$ cat src/rtl/march_bist_pkg.sv
package march_bist_pkg;

  typedef enum logic [1:0] {
    ST_IDLE,
    ST_RUN,
    ST_DRAIN,
    ST_DONE
  } bist_state_e;

  // one march operation: read or write, and whether the word is all ones
  typedef struct packed {
    logic rd;
    logic one;
  } march_op_t;

  // operations of the solid-word phases (phase index 0..4)
  function automatic march_op_t march_op(input logic [2:0] phase, input logic [1:0] step);
    march_op_t o;
    o = '{rd: 1'b0, one: 1'b0};
    case (phase)
      3'd1: case (step)
        2'd0: o = '{rd: 1'b1, one: 1'b0};
        2'd1: o = '{rd: 1'b0, one: 1'b1};
        2'd2: o = '{rd: 1'b0, one: 1'b0};
        default: o = '{rd: 1'b0, one: 1'b1};
      endcase
      3'd2: case (step)
        2'd0: o = '{rd: 1'b1, one: 1'b1};
        2'd1: o = '{rd: 1'b0, one: 1'b0};
        2'd2: o = '{rd: 1'b1, one: 1'b0};
        default: o = '{rd: 1'b0, one: 1'b1};
      endcase
      3'd3: case (step)
        2'd0: o = '{rd: 1'b1, one: 1'b1};
        2'd1: o = '{rd: 1'b0, one: 1'b0};
        2'd2: o = '{rd: 1'b0, one: 1'b1};
        default: o = '{rd: 1'b0, one: 1'b0};
      endcase
      3'd4: case (step)
        2'd0: o = '{rd: 1'b1, one: 1'b0};
        2'd1: o = '{rd: 1'b0, one: 1'b1};
        2'd2: o = '{rd: 1'b1, one: 1'b1};
        default: o = '{rd: 1'b0, one: 1'b0};
      endcase
      default: o = '{rd: 1'b0, one: 1'b0};
    endcase
    return o;
  endfunction

endpackage

$ cat src/rtl/march_seq.sv
module march_seq
  import march_bist_pkg::*;
#(
  parameter int ADDR_W = 4,
  parameter int WORDS  = 16,
  parameter int DATA_W = 8
) (
  input  logic              clk,
  input  logic              rst_n,
  input  logic              start_i,
  output logic              start_acc_o,
  output logic              busy_o,
  output logic              done_o,
  output logic [ADDR_W-1:0] addr_o,
  output logic [DATA_W-1:0] wdata_o,
  output logic              we_o,
  output logic              rd_o
);

  localparam int                BIT_W    = (DATA_W > 1) ? $clog2(DATA_W) : 1;
  localparam logic [ADDR_W-1:0] TOP_ADDR = ADDR_W'(WORDS - 1);
  localparam logic [BIT_W-1:0]  LAST_BIT = BIT_W'(DATA_W - 1);
  localparam logic [2:0]        PH_WALK0 = 3'd5;
  localparam logic [2:0]        PH_WALK1 = 3'd6;

  bist_state_e       state_q, state_d;
  logic [2:0]        phase_q, phase_d;
  logic [1:0]        step_q, step_d;
  logic [ADDR_W-1:0] addr_q, addr_d;
  logic [BIT_W-1:0]  bit_q, bit_d;

  march_op_t         solid_op;
  logic              walking, descending, rd_now, last_step, addr_end;
  logic [DATA_W-1:0] single_one, pattern;

  // operation decode
  always_comb begin
    solid_op   = march_op(phase_q, step_q);
    walking    = (phase_q >= PH_WALK0);
    descending = (phase_q == 3'd3) || (phase_q == 3'd4);
    single_one = DATA_W'(1) << bit_q;
    if (walking) begin
      rd_now  = step_q[0];
      pattern = (phase_q == PH_WALK0) ? ~single_one : single_one;
    end else begin
      rd_now  = solid_op.rd;
      pattern = {DATA_W{solid_op.one}};
    end
    if (phase_q == 3'd0)  last_step = 1'b1;
    else if (walking)     last_step = step_q[0];
    else                  last_step = (step_q == 2'd3);
    addr_end = descending ? (addr_q == '0) : (addr_q == TOP_ADDR);
  end

  assign start_acc_o = start_i && ((state_q == ST_IDLE) || (state_q == ST_DONE));

  // next-state logic
  always_comb begin
    state_d = state_q;
    phase_d = phase_q;
    step_d  = step_q;
    addr_d  = addr_q;
    bit_d   = bit_q;
    case (state_q)
      ST_IDLE, ST_DONE: begin
        if (start_i) begin
          state_d = ST_RUN;
          phase_d = 3'd0;
          step_d  = 2'd0;
          addr_d  = '0;
          bit_d   = '0;
        end
      end
      ST_RUN: begin
        if (!last_step) begin
          step_d = step_q + 2'd1;
        end else begin
          step_d = 2'd0;
          if (!walking) begin
            if (!addr_end) begin
              addr_d = descending ? (addr_q - ADDR_W'(1)) : (addr_q + ADDR_W'(1));
            end else begin
              phase_d = phase_q + 3'd1;
              if ((phase_q == 3'd2) || (phase_q == 3'd3)) addr_d = TOP_ADDR;
              else                                          addr_d = '0;
            end
          end else if (bit_q != LAST_BIT) begin
            bit_d = bit_q + BIT_W'(1);
          end else if (phase_q == PH_WALK0) begin
            phase_d = PH_WALK1;
            bit_d   = '0;
          end else begin
            state_d = ST_DRAIN;
          end
        end
      end
      ST_DRAIN: state_d = ST_DONE;
      default:  state_d = ST_IDLE;
    endcase
  end

  // registers
  always_ff @(posedge clk or negedge rst_n) begin
    if (!rst_n) begin
      state_q <= ST_IDLE;
      phase_q <= 3'd0;
      step_q  <= 2'd0;
      addr_q  <= '0;
      bit_q   <= '0;
    end else begin
      state_q <= state_d;
      phase_q <= phase_d;
      step_q  <= step_d;
      addr_q  <= addr_d;
      bit_q   <= bit_d;
    end
  end

  assign busy_o  = (state_q == ST_RUN) || (state_q == ST_DRAIN);
  assign done_o  = (state_q == ST_DONE);
  assign addr_o  = addr_q;
  assign wdata_o = pattern;
  assign we_o    = (state_q == ST_RUN) && !rd_now;
  assign rd_o    = (state_q == ST_RUN) && rd_now;

  // the address counter stays inside the populated range
  p_addr_in_range_r5: assert property (@(posedge clk) disable iff (!rst_n)
    (state_q == ST_RUN) |-> (addr_q <= TOP_ADDR));

  // phases only advance during a run
  p_phase_forward_r5: assert property (@(posedge clk) disable iff (!rst_n)
    ((state_q == ST_RUN) && ($past(state_q) == ST_RUN)) |-> (phase_q >= $past(phase_q)));

  // walking phases stay on address 0
  p_walk_addr0_r6: assert property (@(posedge clk) disable iff (!rst_n)
    ((state_q == ST_RUN) && walking) |-> (addr_q == '0));

  // drain lasts exactly one cycle before done
  p_drain_to_done_r8: assert property (@(posedge clk) disable iff (!rst_n)
    (state_q == ST_DRAIN) |=> (state_q == ST_DONE));

endmodule

$ cat src/rtl/march_cmp.sv
module march_cmp #(
  parameter int DATA_W = 8
) (
  input  logic              clk,
  input  logic              rst_n,
  input  logic              clear_i,
  input  logic              invert_i,
  input  logic              rd_i,
  input  logic [DATA_W-1:0] expect_i,
  input  logic [DATA_W-1:0] rdata_i,
  output logic              fail_o
);

  logic              chk_q, chk_d;
  logic [DATA_W-1:0] exp_q, exp_d;
  logic              inv_q, inv_d;
  logic              fail_q, fail_d;
  logic              mismatch;

  always_comb begin
    mismatch = (rdata_i != (exp_q ^ {DATA_W{inv_q}}));
    chk_d    = rd_i;
    exp_d    = rd_i ? expect_i : exp_q;
    inv_d    = clear_i ? invert_i : inv_q;
    if (clear_i)                fail_d = 1'b0;
    else if (chk_q && mismatch) fail_d = 1'b1;
    else                        fail_d = fail_q;
  end

  always_ff @(posedge clk or negedge rst_n) begin
    if (!rst_n) begin
      chk_q  <= 1'b0;
      exp_q  <= '0;
      inv_q  <= 1'b0;
      fail_q <= 1'b0;
    end else begin
      chk_q  <= chk_d;
      exp_q  <= exp_d;
      inv_q  <= inv_d;
      fail_q <= fail_d;
    end
  end

  assign fail_o = fail_q;

  // the flag holds until a clearing start
  p_fail_sticky_r7: assert property (@(posedge clk) disable iff (!rst_n)
    (fail_q && !clear_i) |=> fail_q);

  // the flag only rises from a compare slot
  p_fail_from_check_r7: assert property (@(posedge clk) disable iff (!rst_n)
    $rose(fail_q) |-> $past(chk_q));

endmodule

$ cat src/rtl/ram_march_bist.sv
module ram_march_bist #(
  parameter int ADDR_W = 4,
  parameter int WORDS  = 16,
  parameter int DATA_W = 8
) (
  input  logic              clk,
  input  logic              rst_n,
  input  logic              bist_start,
  input  logic              flag_check,
  output logic              bist_done,
  output logic              bist_fail,
  input  logic [ADDR_W-1:0] sys_addr,
  input  logic [DATA_W-1:0] sys_wdata,
  input  logic              sys_we,
  output logic [DATA_W-1:0] sys_rdata,
  output logic [ADDR_W-1:0] mem_addr,
  output logic [DATA_W-1:0] mem_wdata,
  output logic              mem_we,
  input  logic [DATA_W-1:0] mem_rdata
);

  logic              start_acc, busy, t_we, t_rd;
  logic [ADDR_W-1:0] t_addr;
  logic [DATA_W-1:0] t_wdata;

  march_seq #(.ADDR_W(ADDR_W), .WORDS(WORDS), .DATA_W(DATA_W)) u_seq (
    .clk         (clk),
    .rst_n       (rst_n),
    .start_i     (bist_start),
    .start_acc_o (start_acc),
    .busy_o      (busy),
    .done_o      (bist_done),
    .addr_o      (t_addr),
    .wdata_o     (t_wdata),
    .we_o        (t_we),
    .rd_o        (t_rd)
  );

  march_cmp #(.DATA_W(DATA_W)) u_cmp (
    .clk      (clk),
    .rst_n    (rst_n),
    .clear_i  (start_acc),
    .invert_i (flag_check),
    .rd_i     (t_rd),
    .expect_i (t_wdata),
    .rdata_i  (mem_rdata),
    .fail_o   (bist_fail)
  );

  // port multiplexers
  always_comb begin
    if (busy) begin
      mem_addr  = t_addr;
      mem_wdata = t_wdata;
      mem_we    = t_we;
    end else begin
      mem_addr  = sys_addr;
      mem_wdata = sys_wdata;
      mem_we    = sys_we;
    end
  end

  assign sys_rdata = mem_rdata;

  // no write reaches the RAM when neither side asks for one
  p_quiet_idle_r2: assert property (@(posedge clk) disable iff (!rst_n)
    (!busy && !sys_we) |-> !mem_we);

  // completion holds until a new start
  p_done_holds_r8: assert property (@(posedge clk) disable iff (!rst_n)
    (bist_done && !bist_start) |=> bist_done);

  // a start never clears the fail flag while busy
  p_busy_start_ignored_r3: assert property (@(posedge clk) disable iff (!rst_n)
    (busy && bist_fail) |=> bist_fail);

endmodule

$ cat config.mk
export PLATFORM = sky130hd
export DESIGN_NAME = ram_march_bist
export DESIGN_NICKNAME = d
export VERILOG_FILES = /design/src/rtl/march_bist_pkg.sv /design/src/rtl/march_seq.sv /design/src/rtl/march_cmp.sv /design/src/rtl/ram_march_bist.sv
export SDC_FILE = /design/constraint.sdc
export NUM_CORES = 1
export LEC_CHECK = 0
export BUFFER_PORTS_ARGS = -buffer_cell sky130_fd_sc_hd__clkbuf_2
export CORE_ASPECT_RATIO = 1.25
export CORE_MARGIN = 1.5
export CORE_UTILIZATION = 30
export CTS_BUF_LIST = sky130_fd_sc_hd__clkbuf_4 sky130_fd_sc_hd__clkbuf_8 sky130_fd_sc_hd__clkbuf_16
export DETAILED_ROUTE_END_ITERATION = 7
export GPL_TIMING_DRIVEN = 0
export HOLD_SLACK_MARGIN = 0.1
export MAX_ROUTING_LAYER = met4
export PLACE_DENSITY = 0.47
export SETUP_SLACK_MARGIN = 0.4
export SLEW_MARGIN = 30
export SYNTH_ARGS = -nofsm -noshare
export SYNTH_HDL_FRONTEND = slang
export SYNTH_SLANG_ARGS = --single-unit
$ cat constraint.sdc
create_clock -name clk -period 3 [get_ports clk]
set_input_delay 0.3 -clock clk [delete_from_list [all_inputs] [get_ports clk]]
set_output_delay 0.3 -clock clk [all_outputs]
set_load 0.03 [all_outputs]
==> impl_metrics.py, run 1 <==
metrics = {
    "outcome": {
        "outcome": "complete, no violations",
    },
    "cts": {
        "root_buffer": "clkbuf_8",
        "h-tree-depth": 1,
        "worstSkewPairLatency_ns": 0.28,
        "cts_tree": "done",
        "cts_sinks": 25,
        "clock_path_buffers": 2,
        "cts_buffers": 3,
        "path_clk_slew_ns": 0.10,
    },
    "die": {
        "die_area_mm2": 0.00763,
        "core_area_mm2": 0.00693,
        "start_util": 0.308,
        "design.portCount": 48,
        "dieWidth_um": 78.4,
        "die_h_um": 97.3,
        "num_rows": 34,
    },
    "power_and_ir_drop": {
        "p_switching_w": 0.000155,
        "internal_power_w": 0.000456,
        "p_clk_frac": 0.353,
        "power_density_mw_per_mm2": 214,
        "seqPwrFrac": 0.551,
        "max-vdd-ir-drop_v": 0.000143,
        "combinationalPowerShare": 0.096,
        "p_leak_nw": 1.29,
        "p_sw_frac": 0.253,
    },
    "detailed_routing": {
        "postRouteWirelength_um": 5180,
        "drt_first_iter_violations": 24,
        "dr.pass1.iters": 3,
        "viasPerCell": 4.76,
        "dr_total_vias": 1801,
        "postRouteAntennaNets": 0,
        "drc": 0,
        "post_drt_wl_per_cell_um": 13.7,
    },
    "place": {
        "place_area_mm2": 0.00249,
        "dp_cells": 362,
        "place_congestion": 0.835,
        "io_buffers": 47,
        "hpwl_um": 4010,
    },
    "sta": {
        "fin_crit_ns": 2.58,
        "slew_viol_final": 0,
        "rsz0062_at_grt": "true",
        "fmax_mhz": 387,
        "maxSlewHeadroom": 0.553,
        "worst_slew_pin_slew_ns": 0.671,
        "fin_setup_tns_ns": 0,
        "finalHoldViolations": 0,
        "fin_crit_sh": 0.861,
        "finalClockSkew_ns": 0.00949,
        "setup_viol": 0,
    },
    "cells_and_area": {
        "area_growth_pct": 33.9,
        "final_area_mm2": 0.00286,
        "register_area_um2": 627,
        "layout-drive-gt1-share": 0.399,
        "final_cell_count_no_fill": 378,
        "num-nets-final": 335,
        "multiInputGateArea_mm2": 0.00150,
        "antenna_cells": 0,
        "fillCellCount": 704,
    },
    "yosys": {
        "synth_cells": 225,
        "synth_top_area_share": 0.293,
        "yosysMostFrequentCell": "dfrtp_1",
        "yosys_register_bits": 25,
        "async_reset_ff_frac": 1.00,
        "mappedNetlistArea_mm2": 0.00213,
        "ys_seq_area_frac": 0.293,
        "synth_nets": 271,
        "ys_warn_count": 0,
        "synth_common_cells": "dfrtp_1, ha_1, nand2_1",
        "synth_flop_cell": "dfrtp_1",
        "synth-edff-count": 0,
        "synth.largest_area_cell": "dfrtp_1",
        "yosysUniqueCellTypes": 45,
        "syn_area_per_cell_um2": 9.49,
        "synth.area.top_cells": "dfrtp_1, ha_1, mux2_2",
    },
    "setup_path": {
        "crit_type": "reg -> out",
        "reg2reg_depth": 8,
        "r2r_setup_slack_ns": 0.58,
        "worstPathArrival_ns": 2.28,
        "worstPathMaxFanout": 8,
        "cp-start-kind": "flip-flop",
        "cp.required_ns": 2.70,
        "crit_path_end_kind": "output pin",
        "worstReg2RegEnd": "u_seq.phase_q[2]",
        "rr_startpoint": "u_seq.phase_q[1]",
    },
    "global_route": {
        "antenna_found_initial": 0,
        "grt_pass1_wl_um": 8450,
        "grt_pass1_vias": 1773,
        "grt_usage": 0.143,
        "overflow": 0,
        "grt_max_degree": 26,
    },
    "min_path": {
        "hold_path_startpoint": "flag_check",
        "min_to": "u_cmp.inv_q",
        "holdPathStages": 2,
        "worstHoldPathType": "in -> reg",
    },
    "run": {
        "cap_violations": 0,
    },
}
## layout by cell type (no fill, tap or decap), types with 3 or more instances in the layout
cell and instances:
nand3_1 5, nor2b_1 5, xnor2_1 5, dfrtp_1 24, buf_8 6, a21boi_0 3
buf_4 18, o21ai_2 5, inv_1 12, clkbuf_8 4, mux2_2 7, clkbuf_1 3
o21ai_4 6, mux2_4 5, nand2_1 19, clkbuf_2 40, o21ai_0 8, inv_2 4
o21ai_1 5, buf_6 4, ha_1 17, xor2_1 6, nand4_1 6, mux2i_1 10
a21oi_1 5, nor2_1 7, a31oi_1 4, o2bb2ai_1 3, mux2_1 10
## per-layer routing
| layer | vias up | part of all wire | global-route usage |
|---|---|---|---|
| met3 | 2 | 0.034 | 0.0141 |
| met5 | - | 0 | - |
| met4 | 0 | 0.0050 | 0.0330 |
| met1 | 851 | 0.44 | 0.174 |
| met2 | 36 | 0.52 | 0.254 |
| li1 | 912 | - | - |
## power by group through the flow
stage               Combinational [W]  Clock, W  Sequential [W]
floorplan                   0.0000273         0        0.000343
global placement            0.0000583         0        0.000343
detailed placement          0.0000588         0        0.000343
CTS                         0.0000599  0.000225        0.000337
global route                0.0000643  0.000236        0.000337
finish                      0.0000585  0.000216        0.000337
## cells by family after synthesis
logic type,after synthesis,synth area share
simple gates,53,0.127
buf+inv,32,0.0721
compound gates,50,0.161
mux,33,0.175
fa+ha+maj,21,0.127
xor+xnor,11,0.0451
flops,25,0.293
## registers in the layout (all words and copies together), names as in the netlist
| name | count |
|---|---|
| u_seq.phase_q | 3 |
| u_seq.step_q | 2 |
| u_cmp.inv_q | 1 |
| u_cmp.exp_q | 8 |
| u_cmp.fail_o | 1 |
| u_seq.state_q | 2 |
| u_cmp.chk_q | 1 |
| u_seq.addr_o | 4 |
| u_seq.bit_q | 3 |
## through the flow
step	setup WS [ns]	total power, W	utilization	hold WS, ns
after floorplan	0.504	0.000371	-	0.00441
after detailed placement	0.216	0.000402	0.359	0.380
after CTS	0.404	0.000622	0.396	0.234
after global placement	0.228	0.000402	0.359	0.381
after global routing	0.348	0.000637	0.412	0.234
final	0.418	0.000611	0.412	0.230
## how the worst max path moves through the flow
stage,end,startpoint,slack (ns)
2_1_floorplan,mem_we,u_seq.phase_q[1],0.50
5_1_grt,mem_wdata[1],u_seq.phase_q[1],0.35
6_report,mem_wdata[4],u_seq.phase_q[1],0.42
3_5_place_dp,mem_wdata[7],u_seq.phase_q[1],0.22
3_3_place_gp,mem_wdata[7],u_seq.phase_q[1],0.23
4_1_cts,mem_wdata[1],u_seq.phase_q[1],0.40
## critical path: stages, from the launching register on
cell and delay (ns):
dfrtp_2 0.44, buf_6 0.13, ha_4 0.15, or4_4 0.43
o21ai_4 0.09, a31o_4 0.24, o21ai_2 0.10, mux2_4 0.29
buf_8 0.14
## what timing repair did
action,CTS,global route
setup buffers,6,5
endpoints found under the hold margin,25,0
resized for setup,40,24
pin swaps,4,1
endpoints found under the setup margin,20,10
hold buffers,1,0
## final cells by class
type	instances	share of cell area
repair buffers	59	0.141
clock inverters	1	0.00175
flip-flops and latches	25	0.219
plain buffers	15	0.0381
well taps	90	0.0394
inverters	17	0.0223
multi-input cells	168	0.523
clock buffers	3	0.0144
No activity file was read; power rests on OpenSTA's default activity.
==> run 2: changes to the inputs <==
==> constraint.sdc (replaced) <==
create_clock -name clk -period 3 [get_ports clk]
set_input_delay 0.3 -clock clk [delete_from_list [all_inputs] [get_ports clk]]
set_output_delay 0.3 -clock clk [all_outputs]
set_load 0.1 [all_outputs]
==> run 2 against run 1 <==
Net effect:
- combinational power up 52%
- non-clock buffer count down 2
- clock skew is essentially flat
- flip-flop and latch count is the same
- via count increased by 0.22%
- power rose by 4.9%
- critical endpoint is now mem_wdata[3]
==> impl_metrics.py, run 2 (synthesis results as in run 1) <==
metrics = {
    "detailed_routing": {
        "top_layer_used": "met4",
        "postRouteWirelength_um": 5280,
        "viasPerCell": 4.80,
        "postRouteAntennaNets": 0,
        "met1_length_um": 2360,
        "drc": 0,
        "post_drt_wl_per_cell_um": 14.0,
        "drt_first_iter_violations": 25,
        "dr_total_vias": 1805,
        "dr.pass1.iters": 4,
        "dr_wl_met3_um": 143,
        "met2_length_um": 2750,
    },
    "cells_and_area": {
        "mostFrequentLayoutCell": "clkbuf_2",
        "multiInputGateArea_mm2": 0.00151,
        "fillCellCount": 674,
        "layout_common_cells": "clkbuf_2, dfrtp_1, nand2_1",
        "regMostFlops": "u_cmp.exp_q",
        "antenna_cells": 0,
        "final_cell_count_no_fill": 376,
        "register_area_um2": 628,
        "utilization": 0.429,
        "num-nets-final": 333,
        "area_growth_pct": 39.4,
        "largest_reg_flops": 8,
        "layout-drive-gt1-share": 0.402,
    },
    "die": {
        "die_h_um": 97.3,
        "num_rows": 34,
        "design.portCount": 48,
        "core_area_mm2": 0.00693,
        "dieWidth_um": 78.4,
        "die_area_mm2": 0.00763,
        "start_util": 0.308,
    },
    "power_and_ir_drop": {
        "max-vdd-ir-drop_v": 0.000130,
        "p_leak_nw": 1.31,
        "p_total_w": 0.000641,
        "power_density_mw_per_mm2": 215,
    },
    "setup_path": {
        "crit_top_cell": "o21ai_4",
        "critPathMaxStageDelay_ns": 0.49,
        "worstPathArrival_ns": 2.36,
        "worstPathMaxFanout": 8,
        "crit_path_end_kind": "output pin",
        "cp.required_ns": 2.70,
        "crit_type": "reg -> out",
        "critical-path-top-delay-family": "simple AND/OR/NAND/NOR gates",
        "crit_slowest_cell": "or4_4",
        "crit_chain": "buf_6 -> ha_4 -> or4_4 -> o21ai_4 -> a31o_4 -> o21ai_4 -> mux2_4 -> clkbuf_16",
        "cp-start-kind": "flip-flop",
        "crit_buf_inv": 2,
    },
    "global_route": {
        "overflow": 0,
        "grt_max_degree": 26,
        "grt_pass1_wl_um": 8910,
        "grt_usage": 0.151,
        "grt_pass1_vias": 1856,
        "antenna_found_initial": 0,
    },
    "sta": {
        "maxSlewHeadroom": 0.547,
        "setup_viol": 0,
        "whs_ns": 0.227,
        "fin_crit_ns": 2.66,
        "slew_viol_final": 0,
        "rsz0062_at_grt": "true",
        "finalClockSkew_ns": 0.00963,
        "fin_crit_sh": 0.886,
        "fmax_mhz": 376,
        "worst_slew_pin_slew_ns": 0.679,
        "finalHoldViolations": 0,
        "fin_setup_tns_ns": 0,
    },
    "cts": {
        "cts_buffers": 3,
        "clock_path_buffers": 2,
        "cts_sinks": 25,
        "root_buffer": "clkbuf_8",
        "h-tree-depth": 1,
        "worstSkewPairLatency_ns": 0.28,
        "path_clk_slew_ns": 0.10,
        "cts_tree": "done",
    },
    "place": {
        "place_congestion": 0.789,
        "hpwl_um": 3970,
        "dp_cells": 362,
        "io_buffers": 47,
    },
    "run": {
        "cap_violations": 0,
    },
    "outcome": {
        "outcome": "complete, no violations",
    },
    "min_path": {
        "worstHoldPathType": "in -> reg",
    },
}
==> run 2: stage by stage <==
step           worst slack (ns)  cell area [um2]
2_1_floorplan             0.163             2150
3_3_place_gp              0.162             2500
3_5_place_dp              0.147             2500
4_1_cts                   0.333             2930
5_1_grt                   0.256             2980
6_report                  0.341             2980
==> run 2: layout make-up <==
cell class	count	share of cell area
flip-flops and latches	25	0.211
clock buffers	3	0.0139
plain buffers	15	0.0366
repair buffers	57	0.168
well taps	90	0.0378
multi-input cells	168	0.509
inverters	17	0.0214
clock inverters	1	0.00252
==> run 2: timing repair <==
action                                  4_1_cts  5_1_grt
resized for setup                            60       12
endpoints found under the setup margin       12       12
pin swaps                                     2        2
hold buffers                                  1        0
hold endpoints to repair                     25        0
buffers inserted                              7        2
gates cloned                                  0        0
==> run 2: worst register-to-register path: cells and delay by family, from the launching register on <==
family / cells / cell delay [ns]
compound gates: 1 / 0.42
buf+inv: 2 / 0.31
flops: 1 / 0.42
fa+ha+maj: 1 / 0.28
mux: 1 / 0.34
simple gates: 2 / 0.52
==> run 2: routing by layer <==
layer	up-vias	GRT usage
li1	912	-
met1	854	0.180
met2	37	0.266
met3	2	0.0169
met4	0	0.0385
met5	-	-
==> run 2: power breakdown <==
part,switching [W],internal (W)
logic,0.0000625,0.0000262
clock network,0.000121,0.0000944
registers,0,0.000337
total,0.000183,0.000457
==> run 2: final timing paths <==
path | startpoint | to | slack (ns) | cells past startpoint
setup reg to reg | u_seq.state_q[0] | u_seq.phase_q[2] | 0.60 | 7
setup / recovery | u_seq.phase_q[1] | mem_wdata[3] | 0.34 | 8
hold reg to reg | u_cmp.exp_q[1] | u_cmp.exp_q[1] | 0.52 | 1
min in group asynchronous | rst_n | u_seq.step_q[0] | 0.58 | 2
max in group asynchronous | rst_n | u_seq.phase_q[0] | 1.94 | 2
hold / removal | flag_check | u_cmp.inv_q | 0.23 | 2
